File: src/rtl/ifaid_pkg.sv
package ifaid_pkg;

    typedef enum logic [1:0] {
        ST_UNLOCKED = 2'd0,
        ST_SETTLE   = 2'd1,
        ST_TRACK    = 2'd2
    } aid_state_t;

endpackage

File: src/rtl/ifaid_scale.sv
// Signed value times unsigned fixed-point coefficient, round half up, saturate.
module ifaid_scale #(
    parameter int IW = 33,
    parameter int CW = 24,
    parameter int F  = 22,
    parameter int OW = 32
) (
    input  logic signed [IW-1:0] a_i,
    input  logic        [CW-1:0] k_i,
    output logic signed [OW-1:0] y_o
);
    localparam int PW = IW + CW + 1;
    localparam logic signed [PW-1:0] HALF = {{(PW-F){1'b0}}, 1'b1, {(F-1){1'b0}}};
    localparam logic signed [PW-1:0] MAXV = {{(PW-OW+1){1'b0}}, {(OW-1){1'b1}}};
    localparam logic signed [PW-1:0] MINV = ~MAXV;

    logic signed [PW-1:0] a_ext;
    logic signed [PW-1:0] k_ext;
    logic signed [PW-1:0] prod;
    logic signed [PW-1:0] rnd_v;

    always_comb begin
        a_ext = {{(PW-IW){a_i[IW-1]}}, a_i};
        k_ext = {{(PW-CW){1'b0}}, k_i};
        prod  = a_ext * k_ext;
        rnd_v = (prod + HALF) >>> F;
        if (rnd_v > MAXV) begin
            y_o = MAXV[OW-1:0];
        end else if (rnd_v < MINV) begin
            y_o = MINV[OW-1:0];
        end else begin
            y_o = rnd_v[OW-1:0];
        end
    end

    always_comb begin
        if (!a_i[IW-1]) begin
            AST_SIGN_KEEP: assert (!y_o[OW-1]);
        end
    end

endmodule

File: src/rtl/ifaid_lockseq.sv
// Lock / settle / track sequencer.
module ifaid_lockseq
    import ifaid_pkg::*;
#(
    parameter int SW = 16
) (
    input  logic          clk,
    input  logic          rst_n,
    input  logic          lock_i,
    input  logic          upd_i,
    input  logic [SW-1:0] settle_i,
    output logic          track_o
);
    aid_state_t    state_q;
    aid_state_t    state_d;
    logic [SW-1:0] cnt_q;

    always_comb begin
        state_d = state_q;
        unique case (state_q)
            ST_UNLOCKED: if (lock_i) state_d = ST_SETTLE;
            ST_SETTLE: begin
                if (!lock_i)                state_d = ST_UNLOCKED;
                else if (cnt_q >= settle_i) state_d = ST_TRACK;
            end
            ST_TRACK: if (!lock_i) state_d = ST_UNLOCKED;
            default:  state_d = ST_UNLOCKED;
        endcase
    end

    always_ff @(posedge clk) begin
        if (!rst_n) begin
            state_q <= ST_UNLOCKED;
        end else begin
            state_q <= state_d;
        end
    end

    always_ff @(posedge clk) begin
        if (!rst_n) begin
            cnt_q <= '0;
        end else if (state_q != ST_SETTLE) begin
            cnt_q <= '0;
        end else if (upd_i && cnt_q < settle_i) begin
            cnt_q <= cnt_q + 1'b1;
        end
    end

    always_comb begin
        track_o = (state_q == ST_TRACK);
    end

    AST_UNLOCK_RESTART: assert property (@(posedge clk) disable iff (!rst_n)
        !lock_i |=> (state_q == ST_UNLOCKED));

    AST_TRACK_VIA_SETTLE: assert property (@(posedge clk) disable iff (!rst_n)
        (state_q == ST_TRACK && $past(state_q) != ST_TRACK) |-> ($past(state_q) == ST_SETTLE));

endmodule

File: src/rtl/ifaid_gen.sv
// Inter-frequency Doppler aid generator, top level.
module ifaid_gen #(
    parameter int            DW      = 32,
    parameter int            CW      = 24,
    parameter int            FRAC    = 22,
    parameter int            SW      = 16,
    parameter logic [CW-1:0] RATIO_Q = 24'd3268361,
    parameter logic [CW-1:0] SCALE_Q = 24'd4613734,
    parameter logic [DW-1:0] TOL_MHZ = 32'd35000
) (
    input  logic                 clk,
    input  logic                 rst_n,
    input  logic                 upd_i,
    input  logic                 lock_i,
    input  logic [SW-1:0]        settle_i,
    input  logic signed [DW-1:0] dop_i,
    input  logic signed [DW-1:0] drift_i,
    input  logic signed [DW-1:0] cdrift_i,
    input  logic [DW-1:0]        err3s_i,
    input  logic                 bias_load_i,
    input  logic signed [DW-1:0] bias_val_i,
    output logic signed [DW-1:0] aid_dop_o,
    output logic signed [DW-1:0] aid_drift_o,
    output logic signed [DW-1:0] aid_cdrift_o,
    output logic                 aid_valid_o,
    output logic                 handover_ok_o
);
    localparam int DFW = DW + 1;
    localparam int BW1 = DW + 3;
    localparam int BW2 = DW + 4;
    localparam logic signed [BW2-1:0] TOL_EXT = {{(BW2-DW){1'b0}}, TOL_MHZ};

    logic                  track;
    logic                  emit;
    logic signed [DW-1:0]  bias_q;

    logic                  s1_v;
    logic signed [DFW-1:0] s1_diff;
    logic signed [DW-1:0]  s1_drift;
    logic signed [DW-1:0]  s1_cd;
    logic signed [BW1-1:0] s1_b1;

    logic signed [DFW-1:0] err_ext;
    logic signed [BW1-1:0] b1_y;
    logic signed [BW2-1:0] b2_y;
    logic signed [DW-1:0]  dop_y;
    logic signed [DW-1:0]  drift_y;
    logic                  permit_ok;

    ifaid_lockseq #(.SW(SW)) u_seq (
        .clk      (clk),
        .rst_n    (rst_n),
        .lock_i   (lock_i),
        .upd_i    (upd_i),
        .settle_i (settle_i),
        .track_o  (track)
    );

    always_comb begin
        emit    = upd_i && track && lock_i;
        err_ext = {1'b0, err3s_i};
    end

    // offset register
    always_ff @(posedge clk) begin
        if (!rst_n) begin
            bias_q <= '0;
        end else if (bias_load_i) begin
            bias_q <= bias_val_i;
        end
    end

    // stage 1: bias removal and first bound product
    ifaid_scale #(.IW(DFW), .CW(CW), .F(FRAC), .OW(BW1)) u_bnd1 (
        .a_i (err_ext), .k_i (RATIO_Q), .y_o (b1_y)
    );

    always_ff @(posedge clk) begin
        if (!rst_n) begin
            s1_v     <= 1'b0;
            s1_diff  <= '0;
            s1_drift <= '0;
            s1_cd    <= '0;
            s1_b1    <= '0;
        end else begin
            s1_v <= emit;
            if (emit) begin
                s1_diff  <= {dop_i[DW-1], dop_i} - {bias_q[DW-1], bias_q};
                s1_drift <= drift_i;
                s1_cd    <= cdrift_i;
                s1_b1    <= b1_y;
            end
        end
    end

    // stage 2: carrier-ratio scaling and bound test
    ifaid_scale #(.IW(DFW), .CW(CW), .F(FRAC), .OW(DW)) u_dop (
        .a_i (s1_diff), .k_i (RATIO_Q), .y_o (dop_y)
    );

    ifaid_scale #(.IW(DW), .CW(CW), .F(FRAC), .OW(DW)) u_drift (
        .a_i (s1_drift), .k_i (RATIO_Q), .y_o (drift_y)
    );

    ifaid_scale #(.IW(BW1), .CW(CW), .F(FRAC), .OW(BW2)) u_bnd2 (
        .a_i (s1_b1), .k_i (SCALE_Q), .y_o (b2_y)
    );

    always_comb begin
        permit_ok = (b2_y <= TOL_EXT);
    end

    always_ff @(posedge clk) begin
        if (!rst_n) begin
            aid_dop_o     <= '0;
            aid_drift_o   <= '0;
            aid_cdrift_o  <= '0;
            aid_valid_o   <= 1'b0;
            handover_ok_o <= 1'b0;
        end else begin
            aid_valid_o <= s1_v && lock_i;
            if (s1_v && lock_i) begin
                aid_dop_o     <= dop_y;
                aid_drift_o   <= drift_y;
                aid_cdrift_o  <= s1_cd;
                handover_ok_o <= permit_ok;
            end else if (!lock_i) begin
                handover_ok_o <= 1'b0;
            end
        end
    end

    AST_VALID_NEEDS_LOCK: assert property (@(posedge clk) disable iff (!rst_n)
        aid_valid_o |-> $past(lock_i));

    AST_PERMIT_DROP: assert property (@(posedge clk) disable iff (!rst_n)
        !lock_i |=> !handover_ok_o);

    AST_VALID_LATENCY: assert property (@(posedge clk) disable iff (!rst_n)
        aid_valid_o |-> $past(upd_i, 2));

    AST_HOLD_AIDS: assert property (@(posedge clk) disable iff (!rst_n)
        !aid_valid_o |-> ($stable(aid_dop_o) && $stable(aid_drift_o) && $stable(aid_cdrift_o)));

endmodule

File: config.mk
export PLATFORM = sky130hd
export DESIGN_NAME = ifaid_gen
export DESIGN_NICKNAME = d
export VERILOG_FILES = /design/src/rtl/ifaid_pkg.sv /design/src/rtl/ifaid_scale.sv /design/src/rtl/ifaid_lockseq.sv /design/src/rtl/ifaid_gen.sv
export SDC_FILE = /design/constraint.sdc
export NUM_CORES = 2
export LEC_CHECK = 0
export BUFFER_PORTS_ARGS = -buffer_cell sky130_fd_sc_hd__buf_2
export CAP_MARGIN = 20
export CORE_MARGIN = 2
export CORE_UTILIZATION = 25
export CTS_BUF_LIST = sky130_fd_sc_hd__clkbuf_16
export CTS_CLUSTER_DIAMETER = 100
export DETAILED_ROUTE_END_ITERATION = 10
export GPL_TIMING_DRIVEN = 0
export PLACE_DENSITY = 0.37
export SLEW_MARGIN = 10
export SYNTH_ARGS = -nofsm -noshare
export SYNTH_HDL_FRONTEND = slang
export SYNTH_SLANG_ARGS = --single-unit
File: constraint.sdc
create_clock -name clk -period 10.7 [get_ports clk]
set_clock_uncertainty 0.05 [all_clocks]
set_input_delay 1.07 -clock clk [delete_from_list [all_inputs] [get_ports clk]]
set_output_delay 1.07 -clock clk [all_outputs]
set_load 0.02 [all_outputs]
==> summary.md <==
| Metric | Value |
|---|---|
| Worst Path Required | `approximately 11 ns` |
| Final wirelength | `approximately 180 mm` |
| Worst EP arrival | `roughly 11 ns` |
| Sequential share of the synthesized area | `9.41%` |
| Setup bufs post-CTS | `0` |
| Port buffer count | `between 200 and 300` |
| Vias/cell | `4.37` |
| H-tree depth | `2` |
| Post-CTS sizing | `0` |
| Worst-Skew Late Latency | `0.63 ns` |
| Syn Nets | `~8400` |
| Slew headroom | `27.8%` |
| GR Layer Usage met2 | `a little over a quarter` |
| Post-synth top area cell | `fa_1` |
| Core area | `around 0.24 mm²` |
| DRC errors left | `0` |
| 1st-iter DRT viols | `roughly 1600` |
| Register bit total from synthesis | `about 280` |
| Mean Syn Cell Area | `around 10 µm²` |
| Pwr per Cell Area | `138 mW/mm²` |
| Largest net degree at the start of global routing | `30` |
| Slowest CP cell | `dfxtp_1` |
| Number of instances in the placed design | `roughly 9300` |
| GR Layer Usage met3 | `between 1.5 and 2%` |
| Nets | `8731` |
| Clock Path Buffers | `3` |
| # hold bufs at CTS | `0` |
| CP dominant cell by count | `inv_1` |
| Cells after Synth | `just under 6000` |
| GRT Util Overall | `15.6%` |
| Worst-path clk slew | `~0.060 ns` |
| Final ANT Viol Nets | `0` |
| DIE WIDTH | `between 400 and 500 µm` |
| Type of the worst setup path | `reg -> reg` |
| Initial antenna violation count | `11` |
| Final non-filler cell total | `~9400` |
| Io pins | `~280` |
| Pins over their slew limit | `0` |
| CP max stage delay | `between 0.7 and 0.8 ns` |
| Starting Density | `around a quarter` |
| Yosys top cell area share | `37.4%` |
| Clock Sinks | `roughly 280` |
| Total of warnings raised by yosys | `0` |
| RD Place Congestion | `a little over 0.8` |
| Worst VDD drop | `485 µV` |
| DR pass1 iterations | `5` |
| Vias in the first global route | `roughly 45000` |
| Status | `finished clean` |
| Fin crit share | `between 90% and 100%` |
| Vias | `between 40000 and 50000` |
| HPWL after DPL | `163 mm` |
| RSZ-0062 raised after global routing | `false` |
| CTS tree | `done` |
| Dominant synthesized flop cell | `dfxtp_1` |
| Max_cap viols | `0` |
| Startpoint Class | `flop` |
| GR peak layer | `met2` |
| Post-synth EDFFs | `0` |
| Row cnt | `about 180` |
| Worst-Margin Slew | `1.07 ns` |
| Global-route wire length before repair | `approximately 280 mm` |
| Hold Fails Final Rpt | `0` |
| Die H | `~500 µm` |
| Layout area overhead | `11.4%` |
| Setup_tns | `0 ns` |
| Max FO, Critical Path | `8` |
| Die Area | `~0.24 mm²` |
| CP endpoint kind | `flop` |
| Area contributors post-synth | `fa_1, ha_1, dfxtp_1` |
| Root Buffer | `clkbuf_16` |
| Synth cell types | `84` |
| Worst min-delay path category | `reg -> reg` |
| Avg WL per Cell | `about 20 µm` |
| Fmax | `99.3 MHz` |
| Total global routing overflow | `0` |
| Leakage | `about 37 nW` |
| Met1 Usage GRT | `a little over a fifth` |
| Total CTS buffers | `44` |
| Share of post-route cells with drive strength above 1 | `under 10%` |
| Fin crit period | `between 10 and 15 ns` |
| Post-Route Utilization | `28.0%` |
| Share of synthesized registers carrying an async set or reset | `0%` |
| Final setup fails | `0` |
| Cell area after synthesis | `between 0.05 and 0.06 mm²` |
| Fill cell count | `~25000` |
-- synthesized netlist by cell type (all sizes together) (43+ instances only) --
cell and n:
dfxtp 279, nand2 404, ha 1240, nand3 57, nor2 207, xnor2 105, fa 1108, a21o 89
inv 1181, o21ai 164, clkbuf 98, a31oi 45, a21oi 328, xor2 60, nand4 43
-- layout make-up --
| cell class | count | area (µm²) | share of cell area [%] |
|---|---|---|---|
| multi-input combinational | 4308 | 48900 | 74.0 |
| sequential | 279 | 5590 | 8.46 |
| inverter | 1181 | 4430 | 6.71 |
| tap | 3150 | 3940 | 5.97 |
| timing repair buffer | 280 | 1420 | 2.16 |
| clock buffer | 44 | 1100 | 1.67 |
| buffer | 108 | 424 | 0.642 |
| clock inverter | 31 | 243 | 0.367 |
| antenna | 4 | 10.0 | 0.0151 |
-- placed cells by master, fill, tap and decap left out, drive strengths merged, types with 26 or more instances in the layout --
cell    netlist  routed
ha         1240    1240
inv        1181    1193
fa         1108    1108
nand2       404     404
a21oi       328     328
buf          10     290
dfxtp       279     279
nor2        207     207
o21ai       164     164
clkbuf       98     142
xnor2       105     105
a21o         89      89
xor2         60      60
nand3        57      57
a31oi        45      45
nand4        43      43
mux2i        39      39
nor3         39      39
nor2b        36      36
a211oi       26      26
-- cell families after synthesis --
logic type               after synthesis  share of synthesized area, %
AO/OA/AOI/OAI                        808                          8.32
flip-flops                           279                          9.41
buffers and inverters               1289                          8.16
AND/OR/NAND/NOR                      945                          7.42
multiplexers                          42                         0.715
XOR/XNOR                             165                          2.44
adder cells (fa/ha/maj)             2348                          63.5
-- worst paths after layout --
check,startpoint,to,slack (ns),cells past startpoint
max,s1_b1[3],handover_ok_o,0.63,30
min reg2reg,s1_cd[2],aid_cdrift_o[2],0.40,2
max reg2reg,s1_b1[3],handover_ok_o,0.63,30
min,s1_cd[2],aid_cdrift_o[2],0.40,2
-- layer usage --
metal / routed length [µm] / share of wire, %
met5: 0 / 0
met4: 5510 / 3.0
met3: 5640 / 3.1
met2: 88000 / 48
met1: 84900 / 46
-- sequential cells by signal (all words and copies together), names as in the netlist --
signal	flops
s1_b1	33
s1_diff	33
aid_cdrift_o	32
aid_dop_o	32
aid_drift_o	32
bias_q	32
s1_cd	32
s1_drift	32
u_seq.cnt_q	16
u_seq.state_q	2
aid_valid_o	1
handover_ok_o	1
s1_v	1
-- critical path: cells and delay by family, from the launching register on --
kind,cells,cell delay (ns)
flops,1,0.75
fa+ha+maj,8,3.79
compound gates,8,2.47
buf+inv,7,0.61
simple gates,7,2.31
-- power by group --
part / leakage, nW / switching (mW) / internal (mW) / total, mW
logic: 34.5 / 3.67 / 2.97 / 6.64
clock network: 0.683 / 0.598 / 0.799 / 1.40
registers: 2.25 / 0.00418 / 1.05 / 1.05
total: 37.4 / 4.27 / 4.82 / 9.09
-- stage by stage --
stage | area, µm² | power, mW | setup WS [ns] | hold WS (ns)
detailed placement | 64700 | 7.89 | 0.323 | 0.394
global placement | 64700 | 7.93 | 0.250 | 0.391
global route | 66100 | 10.3 | 0.0431 | 0.417
finish | 66100 | 9.09 | 0.627 | 0.400
CTS | 66100 | 9.40 | 0.214 | 0.403
floorplan | 59300 | 6.18 | 2.64 | 0.382
No activity file was read; power rests on OpenSTA's default activity.
